## src/rtl/rpr_pkg.sv

```systemverilog
package rpr_pkg;
    // Number of request lines handled by one resolver.
    localparam int unsigned LINE_COUNT      = 8;
    // Line that carries a cascaded controller's request.
    localparam int unsigned CASCADE_DEFAULT = 2;
endpackage

```

## src/rtl/rpr_capture.sv

```systemverilog
// Edge capture and request register for the request lines.
module rpr_capture #(
    parameter int unsigned N_LINES = rpr_pkg::LINE_COUNT
) (
    input  logic               clk,
    input  logic               rst,
    input  logic [N_LINES-1:0] lines,
    input  logic [N_LINES-1:0] ack_clear,
    output logic [N_LINES-1:0] req_q
);
    typedef struct packed {
        logic [N_LINES-1:0] req;
        logic [N_LINES-1:0] hist;
    } cap_state_t;

    cap_state_t         st_d, st_q;
    logic [N_LINES-1:0] rise;

    always_comb begin
        rise      = lines & ~st_q.hist;
        st_d      = st_q;
        // a fresh edge outranks a clear arriving in the same cycle
        st_d.req  = (st_q.req & ~ack_clear) | rise;
        st_d.hist = lines;
        if (rst) begin
            st_d = '0;
        end
    end

    always_ff @(posedge clk) begin
        st_q <= st_d;
    end

    assign req_q = st_q.req;

    // an edge seen at this clock leaves its request bit set after it
    a_r2_edge_sets: assert property (@(posedge clk) disable iff (rst)
        1'b1 |=> ((st_q.req & $past(lines & ~st_q.hist)) == $past(lines & ~st_q.hist)));

    // a cleared bit without a coinciding edge reads zero afterwards
    a_r3_clear_takes: assert property (@(posedge clk) disable iff (rst)
        1'b1 |=> ((st_q.req & $past(ack_clear & ~(lines & ~st_q.hist))) == '0));

    // no request bit appears without a low-to-high transition
    a_r9_no_level_set: assert property (@(posedge clk) disable iff (rst)
        1'b1 |=> ((st_q.req & ~$past(st_q.req) & ~$past(lines & ~st_q.hist)) == '0));
endmodule

```

## src/rtl/rpr_scan.sv

```systemverilog
// Rotated priority search: returns the relative rank of the first set bit
// counted from the base, or N_LINES when the vector is empty.
module rpr_scan #(
    parameter int unsigned N_LINES = rpr_pkg::LINE_COUNT,
    localparam int unsigned IDXW   = $clog2(N_LINES),
    localparam int unsigned RELW   = $clog2(N_LINES + 1)
) (
    input  logic [N_LINES-1:0] vec,
    input  logic [IDXW-1:0]    base,
    output logic [RELW-1:0]    rel
);
    logic [N_LINES-1:0] rot;

    for (genvar k = 0; k < N_LINES; k++) begin : g_rot
        always_comb begin
            int unsigned src;
            src = k + int'(base);
            if (src >= N_LINES) begin
                src = src - N_LINES;
            end
            rot[k] = vec[src];
        end
    end

    always_comb begin
        rel = RELW'(N_LINES);
        for (int k = N_LINES - 1; k >= 0; k--) begin
            if (rot[k]) begin
                rel = RELW'(k);
            end
        end
    end
endmodule

```

## src/rtl/rpr_resolver.sv

```systemverilog
// Top: masks requests, ranks them and the in-service set, picks a winner.
module rpr_resolver #(
    parameter int unsigned N_LINES      = rpr_pkg::LINE_COUNT,
    parameter int unsigned CASCADE_LINE = rpr_pkg::CASCADE_DEFAULT
) (
    input  logic                       clk,
    input  logic                       rst,
    input  logic [N_LINES-1:0]         irq_lines,
    input  logic [N_LINES-1:0]         ack_clear,
    input  logic [$clog2(N_LINES)-1:0] rot_base,
    input  logic [N_LINES-1:0]         mask_reg,
    input  logic [N_LINES-1:0]         svc_reg,
    input  logic                       nest_special,
    input  logic                       is_master,
    output logic                       irq_valid,
    output logic [$clog2(N_LINES)-1:0] irq_winner
);
    localparam int unsigned IDXW = $clog2(N_LINES);
    localparam int unsigned RELW = $clog2(N_LINES + 1);

    logic [N_LINES-1:0] req_q;
    logic [N_LINES-1:0] cand;
    logic [N_LINES-1:0] svc_eff;
    logic [RELW-1:0]    pend_rel;
    logic [RELW-1:0]    cur_rel;

    rpr_capture #(.N_LINES(N_LINES)) i_capture (
        .clk       (clk),
        .rst       (rst),
        .lines     (irq_lines),
        .ack_clear (ack_clear),
        .req_q     (req_q)
    );

    always_comb begin
        cand    = req_q & ~mask_reg;
        svc_eff = svc_reg;
        if (nest_special && is_master) begin
            svc_eff[CASCADE_LINE] = 1'b0;
        end
    end

    rpr_scan #(.N_LINES(N_LINES)) i_scan_pend (
        .vec  (cand),
        .base (rot_base),
        .rel  (pend_rel)
    );

    rpr_scan #(.N_LINES(N_LINES)) i_scan_svc (
        .vec  (svc_eff),
        .base (rot_base),
        .rel  (cur_rel)
    );

    always_comb begin
        int unsigned abs_line;
        abs_line  = int'(pend_rel) + int'(rot_base);
        if (abs_line >= N_LINES) begin
            abs_line = abs_line - N_LINES;
        end
        // the in-service rank is at most N_LINES, so an empty candidate never wins
        irq_valid  = (pend_rel < cur_rel);
        irq_winner = irq_valid ? IDXW'(abs_line) : '0;
    end

    // the winner is a pending, unmasked line
    a_r4_winner_unmasked: assert property (@(posedge clk) disable iff (rst)
        irq_valid |-> (!mask_reg[irq_winner] && req_q[irq_winner]));

    // a winner is never already in service, bar the exempt cascade line
    a_r6_not_in_service: assert property (@(posedge clk) disable iff (rst)
        (irq_valid && !(nest_special && is_master && irq_winner == IDXW'(CASCADE_LINE)))
        |-> !svc_reg[irq_winner]);

    // a pending unmasked request at the base line wins when nothing is in service
    a_r5_base_line_first: assert property (@(posedge clk) disable iff (rst)
        (req_q[rot_base] && !mask_reg[rot_base] && svc_reg == '0)
        |-> (irq_valid && irq_winner == rot_base));

    // no unmasked request means no interrupt and a zero index
    a_r8_idle_quiet: assert property (@(posedge clk) disable iff (rst)
        ((req_q & ~mask_reg) == '0) |-> (!irq_valid && irq_winner == '0));
endmodule

```

## config.mk

```make
export PLATFORM = sky130hd
export DESIGN_NAME = rpr_resolver
export DESIGN_NICKNAME = d
export VERILOG_FILES = /design/src/rtl/rpr_pkg.sv /design/src/rtl/rpr_capture.sv /design/src/rtl/rpr_scan.sv /design/src/rtl/rpr_resolver.sv
export SDC_FILE = /design/constraint.sdc
export NUM_CORES = 1
export LEC_CHECK = 0
export CAP_MARGIN = 20
export CELL_PAD_IN_SITES_DETAIL_PLACEMENT = 0
export CELL_PAD_IN_SITES_GLOBAL_PLACEMENT = 1
export CORE_ASPECT_RATIO = 0.8
export CORE_MARGIN = 10
export CORE_UTILIZATION = 34
export DETAILED_ROUTE_END_ITERATION = 10
export GPL_ROUTABILITY_DRIVEN = 0
export HOLD_SLACK_MARGIN = 0.15
export PLACE_DENSITY = 0.83
export REMOVE_ABC_BUFFERS = 1
export SLEW_MARGIN = 10
export SYNTH_ARGS = -nofsm -noshare
export SYNTH_HDL_FRONTEND = slang
export SYNTH_SLANG_ARGS = --single-unit
```

## constraint.sdc

```tcl
create_clock -name clk -period 4.3 [get_ports clk]
set_clock_uncertainty 0.05 [all_clocks]
set_input_delay 0.645 -clock clk [delete_from_list [all_inputs] [get_ports clk]]
set_output_delay 0.645 -clock clk [all_outputs]
set_load 0.02 [all_outputs]
```

Yosys cells after proc, flatten, opt, wreduce, memory -nomap -nowiden

Index checks and enable logic that the tools add are counted.

Latch bits: 0
RAM bits: 0
ROM bits: 0
Memories: 0
Register bits after elaboration: 16
Bits of input ports: 39

Divide/modulo/power cells: 0
Order comparisons: 18
Bitwise operators: 7
$add $sub $neg: 17
Muxes and demuxes: 59
Equality and inequality tests: 0
Shift operators: 0
Reductions and logical operators: 1
Multiply operators: 0

Operators with widths:

| kind                  | number |
|---|---|
| $lt 32x4->1 const B   | 8 |
| $mux 32               | 8 |
| $ge 32x4->1 const B   | 7 |
| $sub 32x4->32 const B | 7 |
| $mux 4                | 16 |
| $bmux 1 s3            | 16 |
| $and 8x8->8           | 3 |
| $not 8->8             | 3 |
| $mux 1                | 17 |
| $add 3x3->4 const A   | 4 |
| $add 2x3->4 const A   | 2 |
| $or 8x8->8            | 1 |
| $mux 3                | 2 |
| $add 4x3->5           | 1 |
| $ge 5x4->1 const B    | 1 |
| $sub 3x4->5 const B   | 1 |
| $add 1x3->4 const A   | 1 |
| $ge 3x4->1 const B    | 1 |
| $lt 4x4->1            | 1 |
| $sub 3x1->3 const B   | 1 |
| $logic_and 1x1->1     | 1 |

Logic depth before layout (Yosys ltp)

Gate-level depths: netlist of run 1.

Depth in word-level cells: 17
Mapped depth: 16
Gate-level depth less buffers: 14

By module

From an unflattened synthesis of run 1, not the netlist that was laid out.

Cells, all modules: 210
Area total of the unflattened synthesis: 2209.6 µm²

By module, submodules not included:

| module       | cells an instance | area each (µm²) | instances |
|---|---|---|---|
| rpr_scan     | 63                | 688.2           | 2 |
| rpr_capture  | 57                | 624.3           | 1 |
| rpr_resolver | 27                | 209.0           | 1 |

Worst setup path after synthesis of run 1

OpenSTA, ideal clock, no wires.

Path kind: input to output
Start point: in rot_base[1]
End point: out irq_winner[0]
Setup slack: -0.348 ns
Data arrival time: 3.953 ns
Cell stages on the path: 14
Required time: 3.605 ns
Cells stage by stage: clkbuf_8 -> inv_1 -> ha_1 -> clkbuf_1 -> mux4_2 -> mux2i_1 -> nor2b_1 -> nand3_1 -> or3_1 -> ha_1 -> a21oi_1 -> inv_1 -> a31o_1 -> nor3b_1

Cells in the longest elaborated chain, start to end: 17
Elaborated cells between the ends (all ways): 85

Ends and longest elaborated chain:

| what                                                | RTL line                               | source |
|---|---|---|
| start: declaration                                  | rpr_resolver.sv:10                     | `input logic [$clog2(N_LINES)-1:0] rot_base,` |
| $add 3x3->4                                         | rpr_scan.sv:17                         | `src = k + int'(base);` |
| $sub 32x4->32 / $ge 32x4->1 (equally long branches) | rpr_scan.sv:19, rpr_scan.sv:18         |  |
| $mux 32                                             | rpr_scan.sv:18                         | `if (src >= N_LINES) begin` |
| $bmux 1 s3                                          | rpr_scan.sv:21                         | `rot[k] = vec[src];` |
| $mux 1 (not written as such)                        | rpr_scan.sv:21                         |  |
| $mux 4 (8 in a row)                                 | rpr_scan.sv:28                         | `if (rot[k]) begin` |
| $add 4x3->5                                         | rpr_resolver.sv:57                     | `abs_line = int'(pend_rel) + int'(rot_base);` |
| $ge 5x4->1 / $sub 3x1->3 (equally long branches)    | rpr_resolver.sv:58, rpr_resolver.sv:59 |  |
| $mux 3                                              | rpr_resolver.sv:58                     | `if (abs_line >= N_LINES) begin` |
| $mux 3 (*)                                          | rpr_resolver.sv:63                     | `irq_winner = irq_valid ? IDXW'(abs_line) : '0;` |
| end: declaration                                    | rpr_resolver.sv:16                     | `output logic [$clog2(N_LINES)-1:0] irq_winner` |

Mark *: on every way between the ends. The rest lies on a longest branch, timed or not. The select of a mux whose other input is x is not followed.

Worst setup path in the final report of run 1

Start point: in rot_base[0]
End point: out irq_winner[0]

The elaborated chain is that of the path after synthesis.

==> results of run 1 <==
==> per-stage QoR <==
step	std cells	total power [mW]	setup TNS, ns
finish	307	0.710	0
global route	307	0.757	-0.0639
CTS	300	0.668	0
detailed placement	292	0.523	-3.84
global placement	292	0.519	-3.65
floorplan	157	0.360	-0.685
==> power breakdown <==
group | internal [mW] | switching, mW | total [mW]
Combinational | 0.238 | 0.199 | 0.437
Clock | 0.0620 | 0.0467 | 0.109
Sequential | 0.157 | 0.00656 | 0.164
Total | 0.457 | 0.252 | 0.710
==> flip-flops by register name, summed over array words and instances, names as in the netlist <==
register and cells:
i_capture.st_q 8, i_capture.req_q 8
==> routing by layer <==
layer / GRT usage [%] / vias to the layer above / part of all wire (%)
met1: 14.5 / 738 / 44
li1: - / 772 / -
met3: 3.73 / 10 / 5.5
met4: 2.32 / 0 / 2.3
met5: 0 / - / 0
met2: 18.7 / 44 / 48
==> final timing paths <==
kind / depth (start not counted) / endpoint / from / slack [ns]
max: 17 / irq_winner[0] / rot_base[0] / 0.09
min: 2 / i_capture.req_q[1]$_SDFF_PP0_ / i_capture.st_q[1]$_SDFF_PP0_ / 0.43
max reg2reg: 2 / i_capture.req_q[5]$_SDFF_PP0_ / i_capture.req_q[5]$_SDFF_PP0_ / 3.57
min reg2reg: 2 / i_capture.req_q[1]$_SDFF_PP0_ / i_capture.st_q[1]$_SDFF_PP0_ / 0.43
==> cell type report <==
class,count,share of cell area (%)
Multi-Input combinational cell,134,56.1
Timing Repair Buffer,87,26.7
Sequential cell,16,11.9
Tap cell,60,2.79
Clock buffer,3,1.53
Inverter,7,0.975
==> layout by cell type, fill, tap and decap left out, types with 2 or more instances in the layout <==
cell type,synthesis,final
sky130_fd_sc_hd__buf_4,0,44
sky130_fd_sc_hd__nand2b_1,25,17
sky130_fd_sc_hd__clkdlybuf4s50_1,0,17
sky130_fd_sc_hd__dfxtp_1,16,16
sky130_fd_sc_hd__mux4_2,11,13
sky130_fd_sc_hd__nor2b_1,13,9
sky130_fd_sc_hd__a21oi_1,11,9
sky130_fd_sc_hd__nand2_1,8,8
sky130_fd_sc_hd__nand2b_4,0,8
sky130_fd_sc_hd__clkbuf_2,0,8
sky130_fd_sc_hd__dlygate4sd2_1,0,6
sky130_fd_sc_hd__inv_1,6,5
sky130_fd_sc_hd__mux2i_4,1,4
sky130_fd_sc_hd__nor2_1,5,4
sky130_fd_sc_hd__nor2b_4,0,4
sky130_fd_sc_hd__mux2_4,0,4
sky130_fd_sc_hd__mux2i_2,0,3
sky130_fd_sc_hd__ha_4,0,3
sky130_fd_sc_hd__ha_1,6,3
sky130_fd_sc_hd__clkbuf_8,2,3
sky130_fd_sc_hd__buf_2,0,3
sky130_fd_sc_hd__dlymetal6s2s_1,0,3
sky130_fd_sc_hd__buf_8,1,3
sky130_fd_sc_hd__inv_2,1,2
sky130_fd_sc_hd__xnor2_2,1,2
sky130_fd_sc_hd__nor2_4,0,2
sky130_fd_sc_hd__o21ai_0,5,2
sky130_fd_sc_hd__o21ai_1,0,2
sky130_fd_sc_hd__mux2_2,6,2
sky130_fd_sc_hd__a21oi_2,0,2
sky130_fd_sc_hd__nor3_2,0,2
==> worst min-delay path, stage by stage (launching register included) <==
cell and delay (ns):
sky130_fd_sc_hd__dfxtp_1 0.30, sky130_fd_sc_hd__nand2b_1 0.09, sky130_fd_sc_hd__a21oi_1 0.05
==> cell families after synthesis <==
| group | share of synthesized area [%] |
|---|---|
| muxes | 30.3 |
| xor gates and xnor gates | 2.59 |
| DFF | 19.5 |
| AOI/OAI and AO/OA | 11.1 |
| buffers and inverters | 6.02 |
| adders and majority gates | 5.79 |
| and+or+nand+nor | 24.6 |
==> timing repair <==
item / CTS / global route
pin swaps: 14 / 17
setup endpoints to repair: 4 / 4
hold buffers: 0 / 0
gates resized for setup: 89 / 50
buffers inserted: 5 / 7
==> results, run 1 <==
- The largest single stage delay on the critical path is 0.55 ns.
- The analysis attributes to cell leakage a power of 1.16 nW.
- The final hold violation count is 0.
- The register area is 320 um^2.
- From bottom edge to top edge, the die measures 82.2 um.
- The final clock period utilization by the worst path is 97.9%.
- The critical path arrival is 3.52 ns.
- The run finished with clean final reports.
- The first global-routing pass estimated 7650 um of wire.
- Row generation in the floorplan step produced 22 rows.
- In the routed design, unresolved DRC markers number 0.
- The via density per instance is 5.09.
- The number of antenna violations at the first check in global routing is 0.
- The effective utilization at floorplan is 35.5%.
- The layout has 412 filler cells.
- The antenna violation net count after detailed routing is 0.
- The area used by multi-input combinational logic is 0.00151 mm^2.
- In the synthesized netlist, the number of instances is 164.
- The clock-pin slew reported for the worst setup and hold paths after clock tree synthesis is 0.06 ns.
- The die span in x is 97.7 um.
- Summed over all nets, the half-perimeter wirelength after detailed placement is 3550 um.
- The number of levels the H-tree was split into is 1.
- The number of buffers and inverters on the critical path is 6.
- The clock insertion delay at the later pin of the skew report is 0.24 ns.
- The synthesized design devotes to its leading area cell type 19.5% of total area.
- Across every metal layer, demand over resource in global routing totals 11.4%.
- For the worst setup path, the data required time is 3.61 ns.
- Counting along the longest clock path gives a buffer depth of 2.
- The number of setup violations in the final report is 0.
- The final layout net count is 295.
- The cell that appears most often on the critical path is sky130_fd_sc_hd__buf_4.
- The setup slack at placement is -1.00 ns.
- Cells with a size suffix above 1 make up 51.4% of the layout.
- The family with the most delay on the worst path is buffers and inverters.
- The critical setup path kind is input port to output pin.
- Synthesis instantiated 46 different standard cells from the library.
- Sorting the synthesized cells by how often they occur yields 25 x sky130_fd_sc_hd__nand2b_1, 16 x sky130_fd_sc_hd__dfxtp_1, 13 x sky130_fd_sc_hd__nor2b_1.
- TritonCTS built the clock tree.
- The proportion of synthesized chip area in sequential cells is 19.5%.
- The slowest stage of the critical path is the sky130_fd_sc_hd__mux4_2 cell.
- Power spread over the standard cell area amounts to 263 mW/mm^2.
- In this run the clock root is driven by a sky130_fd_sc_hd__clkbuf_8.
- The commonest register cell after synthesis is sky130_fd_sc_hd__dfxtp_1.
- For the pin with the worst max-slew slack, the measured transition is 0.587 ns.
- In this run, synthesis produced a sequential element count of 16.
- The pin count of the biggest net entering global routing is 17.
- The relative area change from synthesis to final layout is 64.2%.
- The clock sink count is 16.
- The die covers 0.00802 mm^2.
- The worst hold slack after final layout is 0.429 ns.
- The I/O pin total is 43.
- The iteration-0 DRC count of the detailed router is 62.
- STA classifies the critical path endpoint as an output pin.
- The core region is 0.00462 mm^2.
- Once layout is done, the placed cells without fillers occupy 0.00270 mm^2.
- The type of element launching the critical path is an input port.
- In this run the worst hold path is classified as flop to flop.
- The final-report max-slew violation count is 0.
- The antenna diode count is 0.
- Based on the critical path, the design can be clocked at up to 237 MHz.
- The share of synthesized registers carrying an async set or reset is 0%.
- After synthesis the cells add up to 0.00164 mm^2.
- By area the synthesized netlist is led by sky130_fd_sc_hd__dfxtp_1 20%, sky130_fd_sc_hd__mux4_2 15%, sky130_fd_sc_hd__nand2b_1 9.5%, sky130_fd_sc_hd__nor2b_1 5.0%, sky130_fd_sc_hd__mux4_1 4.8%.
- In this run, synthesis inferred 0 flip-flops with an integrated enable.
- The standard cell area after detailed placement is 0.00231 mm^2.
- The tool flagged a number of max-cap violations equal to 0.
- The peak supply drop is 0.205 mV.
- Detailed routing inserted a total of 1564 vias.
- The worst slew margin relative to its limit is 60.8%.
- Of all nets on the critical path, the largest fanout is 5.
- The via count of the first global-routing pass was 1611.
- Traced cell by cell, the critical path runs through buf_6 -> inv_2 -> buf_4 -> mux4_2 -> buf_4 -> mux2i_4 -> nor2b_4 -> buf_4 -> a21oi_2 -> ha_1 -> o21ai_1 -> nand2b_1 -> a21oi_2 -> a21oi_1 -> a31o_1 -> nor3b_2 -> buf_4.
- For this run the aggregate overflow at the end of global routing stands at 0.
- The final worst slack is 0.0882 ns.
- After detailed routing, the total wire length is 4830 um.
- Yosys printed 0 warnings.
- The most numerous cell in the Yosys netlist is sky130_fd_sc_hd__nand2b_1.
- The clock period could shrink to 4.21 ns.
- At the end of the flow the core is filled with cells to 58.3%.
- The average instance in the mapped netlist occupies 10.0 um^2.
- Summed over all instances, the cell type with the most area after synthesis is sky130_fd_sc_hd__dfxtp_1.
- The post-detailed-route wirelength per cell is 15.7 um.
- The number of search-and-repair iterations in the first detailed-routing pass is 4.
- The number of clock buffers added by TritonCTS is 3.
- The total of buffers placed on input and output ports is 42.
No activity file was read; power rests on OpenSTA's default activity.
==> run 2, diff against run 1 <==
CORE_UTILIZATION = 37   (was 34)
PLACE_DENSITY = 0.86   (was 0.83)
clock period = 4.2 ns   (was 4.3 ns; I/O delays follow)
==> run 2 against run 1 <==
Total power up 5.8%. First-iteration DRC count down 37%. Clock power up 23%. Largest cell class unchanged. Sequential share of layout area down 0.082 points. Count of clock-buffer cells in the layout up 1. Global-route usage up 0.55 points. Critical path type unchanged. Setup slack worse by 0.068 ns. Critical endpoint unchanged.
==> results, run 2 (synthesis gave the netlist of run 1 again) <==
- The total global routing overflow is 0 (unchanged).
- The critical hold path startpoint is i_capture.st_q[6]$_SDFF_PP0_ (was i_capture.st_q[1]$_SDFF_PP0_).
- The first-pass GRT wire length is 7560 um (was 7650 um).
- The number of buffers and inverters on the critical path is 3 (was 6).
- The final-report max-slew violation count is 0 (unchanged).
- The clock-pin slew reported for the worst setup and hold paths after clock tree synthesis was 0.06 ns (about the same).
- The pin count of the biggest net entering global routing was 17 (unchanged).
- Commonest cells after routing, fill and taps aside: 47 x sky130_fd_sc_hd__buf_4, 17 x sky130_fd_sc_hd__nand2b_1, 17 x sky130_fd_sc_hd__clkdlybuf4s50_1, 16 x sky130_fd_sc_hd__dfxtp_1, 12 x sky130_fd_sc_hd__mux4_2 (was 44 x sky130_fd_sc_hd__buf_4, 17 x sky130_fd_sc_hd__nand2b_1, 17 x sky130_fd_sc_hd__clkdlybuf4s50_1, 16 x sky130_fd_sc_hd__dfxtp_1, 13 x sky130_fd_sc_hd__mux4_2).
- The detailed-placement wirelength estimate is 3630 um (was 3550 um).
- The setup slack at placement came to -1.16 ns (was -1.00 ns).
- The largest fanout of any net on the critical path was 8 (was 5).
- The post-detailed-route wirelength per cell is 15.0 um (was 15.7 um).
- The worst hold slack after final layout is 0.429 ns (about the same).
- The leading cell type in the layout, fill and taps excluded was sky130_fd_sc_hd__buf_4 (unchanged).
- The final hold violation count came to 0 (unchanged).
- The final-layout setup total negative slack is 0 ns (unchanged).
- The required time of the worst setup path is 3.52 ns (was 3.61 ns).
- Based on the critical path, the design can be clocked at up to 239 MHz.
- The slowest stage cell on the critical path is sky130_fd_sc_hd__mux4_2 (unchanged).
- The total wirelength of the detailed-routed design is 4640 um (was 4830 um).
- The final worst slack is 0.0201 ns (was 0.0882 ns).
- The buffer cell driving the clock tree root is sky130_fd_sc_hd__clkbuf_8 (unchanged).
- The number of search-and-repair iterations in the first detailed-routing pass came to 4 (unchanged).
- The number of maximum-capacitance violations is 0 (unchanged).
- The worst hold path cell count is 2 (unchanged).
- The area enclosed by the die boundary is 0.00752 mm^2 (was 0.00802 mm^2).
- The CTS buffer count came to 3 (unchanged).
- The total of buffers placed on input and output ports is 42 (unchanged).
- The clock tree from TritonCTS is done (unchanged).
- The type of element capturing the critical path was an output pin (unchanged).
- The destination of the worst register-to-register timing path is i_capture.req_q[1]$_SDFF_PP0_ (was i_capture.req_q[5]$_SDFF_PP0_).
- The area of the core came to 0.00423 mm^2 (was 0.00462 mm^2).
- The final cell area excluding filler cells was 0.00271 mm^2 (was 0.00270 mm^2).
- The actual slew at the worst max-slew pin was 0.557 ns (was 0.587 ns).
- The count of cells along the worst register-to-register path is 3 (was 2).
- The largest buffer count on any clock path is 2 (unchanged).
- The total power per unit cell area came to 277 mW/mm^2 (was 263 mW/mm^2).
- The clock sink count was 16 (unchanged).
- The start of the worst register-to-register path is i_capture.req_q[1]$_SDFF_PP0_ (was i_capture.req_q[5]$_SDFF_PP0_).
- The layout cell share with drive strength beyond 1 came to 51.2% (was 51.4%).
- The terminating pin of the worst hold path is i_capture.req_q[6]$_SDFF_PP0_ (was i_capture.req_q[1]$_SDFF_PP0_).
- The clock period minus final worst setup slack is 4.18 ns.
- The I/O pin total was 43 (unchanged).
- The final layout net count is 299 (was 295).
- The final critical path takes up 99.5% of the cycle.
- The worst slew margin relative to its limit is 62.7% (was 60.8%).
- The die span in x is 94.5 um (was 97.7 um).
- The delay contributed by the slowest stage of the critical path is 0.50 ns (was 0.55 ns).
- The overall track demand over capacity in global routing is 12.0% (was 11.4%).
- The number of levels the H-tree was split into came to 1 (unchanged).
- The number of antenna violations at the first check in global routing is 0 (unchanged).
- The peak supply drop is 0.152 mV (was 0.205 mV).
- Series of cell instances along the critical path: buf_12 -> buf_8 -> mux2_4 -> mux4_2 -> nor2b_4 -> nor2b_1 -> o211a_1 -> ha_1 -> o21ai_1 -> nand2b_1 -> a21oi_2 -> a21oi_1 -> a31o_1 -> nor3b_2 -> buf_4 (was buf_6 -> inv_2 -> buf_4 -> mux4_2 -> buf_4 -> mux2i_4 -> nor2b_4 -> buf_4 -> a21oi_2 -> ha_1 -> o21ai_1 -> nand2b_1 -> a21oi_2 -> a21oi_1 -> a31o_1 -> nor3b_2 -> buf_4).
- The post-placement cell count is 295 (was 292).
- The minimum setup slack among reg-to-reg paths came to 3.37 ns (was 3.57 ns).
- The via count of the first global-routing pass is 1682 (was 1611).
- The number of rows created at floorplan is 21 (was 22).
- Status: finished, final reports clean (unchanged).
- The standard cell area after detailed placement is 0.00235 mm^2 (was 0.00231 mm^2).
- The critical path arrival is 3.50 ns (was 3.52 ns).
- The critical setup path kind is input port to output pin (unchanged).
- The total leakage power came to 1.16 nW (about the same).
- The clock insertion delay at the later pin of the skew report is 0.24 ns (about the same).
- The number of vias in the routed layout is 1558 (was 1564).
- The antenna violation net count after detailed routing is 0 (unchanged).
- Setup repair after global routing could not meet its margin everywhere.
- The number of setup violations in the final report is 0 (unchanged).
- The class of the tightest hold or removal check is flop to flop (unchanged).
- The relative area change from synthesis to final layout is 65.3% (was 64.2%).
- The family with the most delay on the worst path is multiplexers (was buffers and inverters).
- The antenna diode count came to 0 (unchanged).
- The type of element launching the critical path was an input port (unchanged).
- The via density per instance was 5.04 (was 5.09).
- The final non-filler cell total is 309 (was 307).
- The overall die height was 79.6 um (was 82.2 um).
- The iteration-0 DRC count of the detailed router is 39 (was 62).
- The effective utilization at floorplan is 38.8% (was 35.5%).
- The post-detailed-route DRC marker count was 0 (unchanged).
[run 2: worst max path at each step]
stage | start | to | slack (ns) | cells after the start
2_1_floorplan | rot_base[0] | irq_winner[0] | -0.33 | 13
3_3_place_gp | rot_base[0] | irq_winner[0] | -1.07 | 15
3_5_place_dp | rot_base[0] | irq_winner[2] | -1.16 | 15
4_1_cts | rot_base[0] | irq_winner[2] | 0.0002 | 15
5_1_grt | rot_base[0] | irq_winner[0] | -0.13 | 15
6_report | rot_base[0] | irq_winner[0] | 0.02 | 15
[run 2: per-layer routing]
layer | vias to the layer above | routed length, um | track usage, %
li1 | 780 | - | -
met1 | 738 | 2090 | 14.5
met2 | 36 | 2270 | 20.8
met3 | 4 | 244 | 3.95
met4 | 0 | 34 | 0.896
met5 | - | 0 | 0
[run 2: timing repair]
| item | CTS | global route |
|---|---|---|
| buffers inserted | 6 | 4 |
| resized for setup | 100 | 36 |
| hold buffers | 0 | 0 |
| pin swaps | 11 | 9 |
| gates cloned | 0 | 0 |
| setup endpoints to repair | 4 | 4 |
[run 2: area by class of cell]
cell class                      instances  area (um^2)
Clock buffer                            4         55.1
Multi-Input combinational cell        134         1490
Fill cell                             358         1520
Timing Repair Buffer                   91          756
Tap cell                               57         71.3
Inverter                                7         26.3
Sequential cell                        16          320
[run 2: power breakdown]
group | switching (mW) | internal [mW] | leakage (nW) | total (mW)
Combinational | 0.198 | 0.252 | 1.00 | 0.450
Clock | 0.0511 | 0.0830 | 0.0288 | 0.134
Sequential | 0.00620 | 0.161 | 0.133 | 0.167
[run 2: metrics by stage]
step	power, mW	util [%]
floorplan	0.369	-
global placement	0.536	55.6
detailed placement	0.542	55.6
CTS	0.708	61.6
global route	0.802	64.2
finish	0.751	64.2
[run 2: tightest hold or removal path, delay by kind of cell, from the launching register on]
family	cells	cell delay, ns
simple gates	1	0.09
compound gates	1	0.05
flops	1	0.30
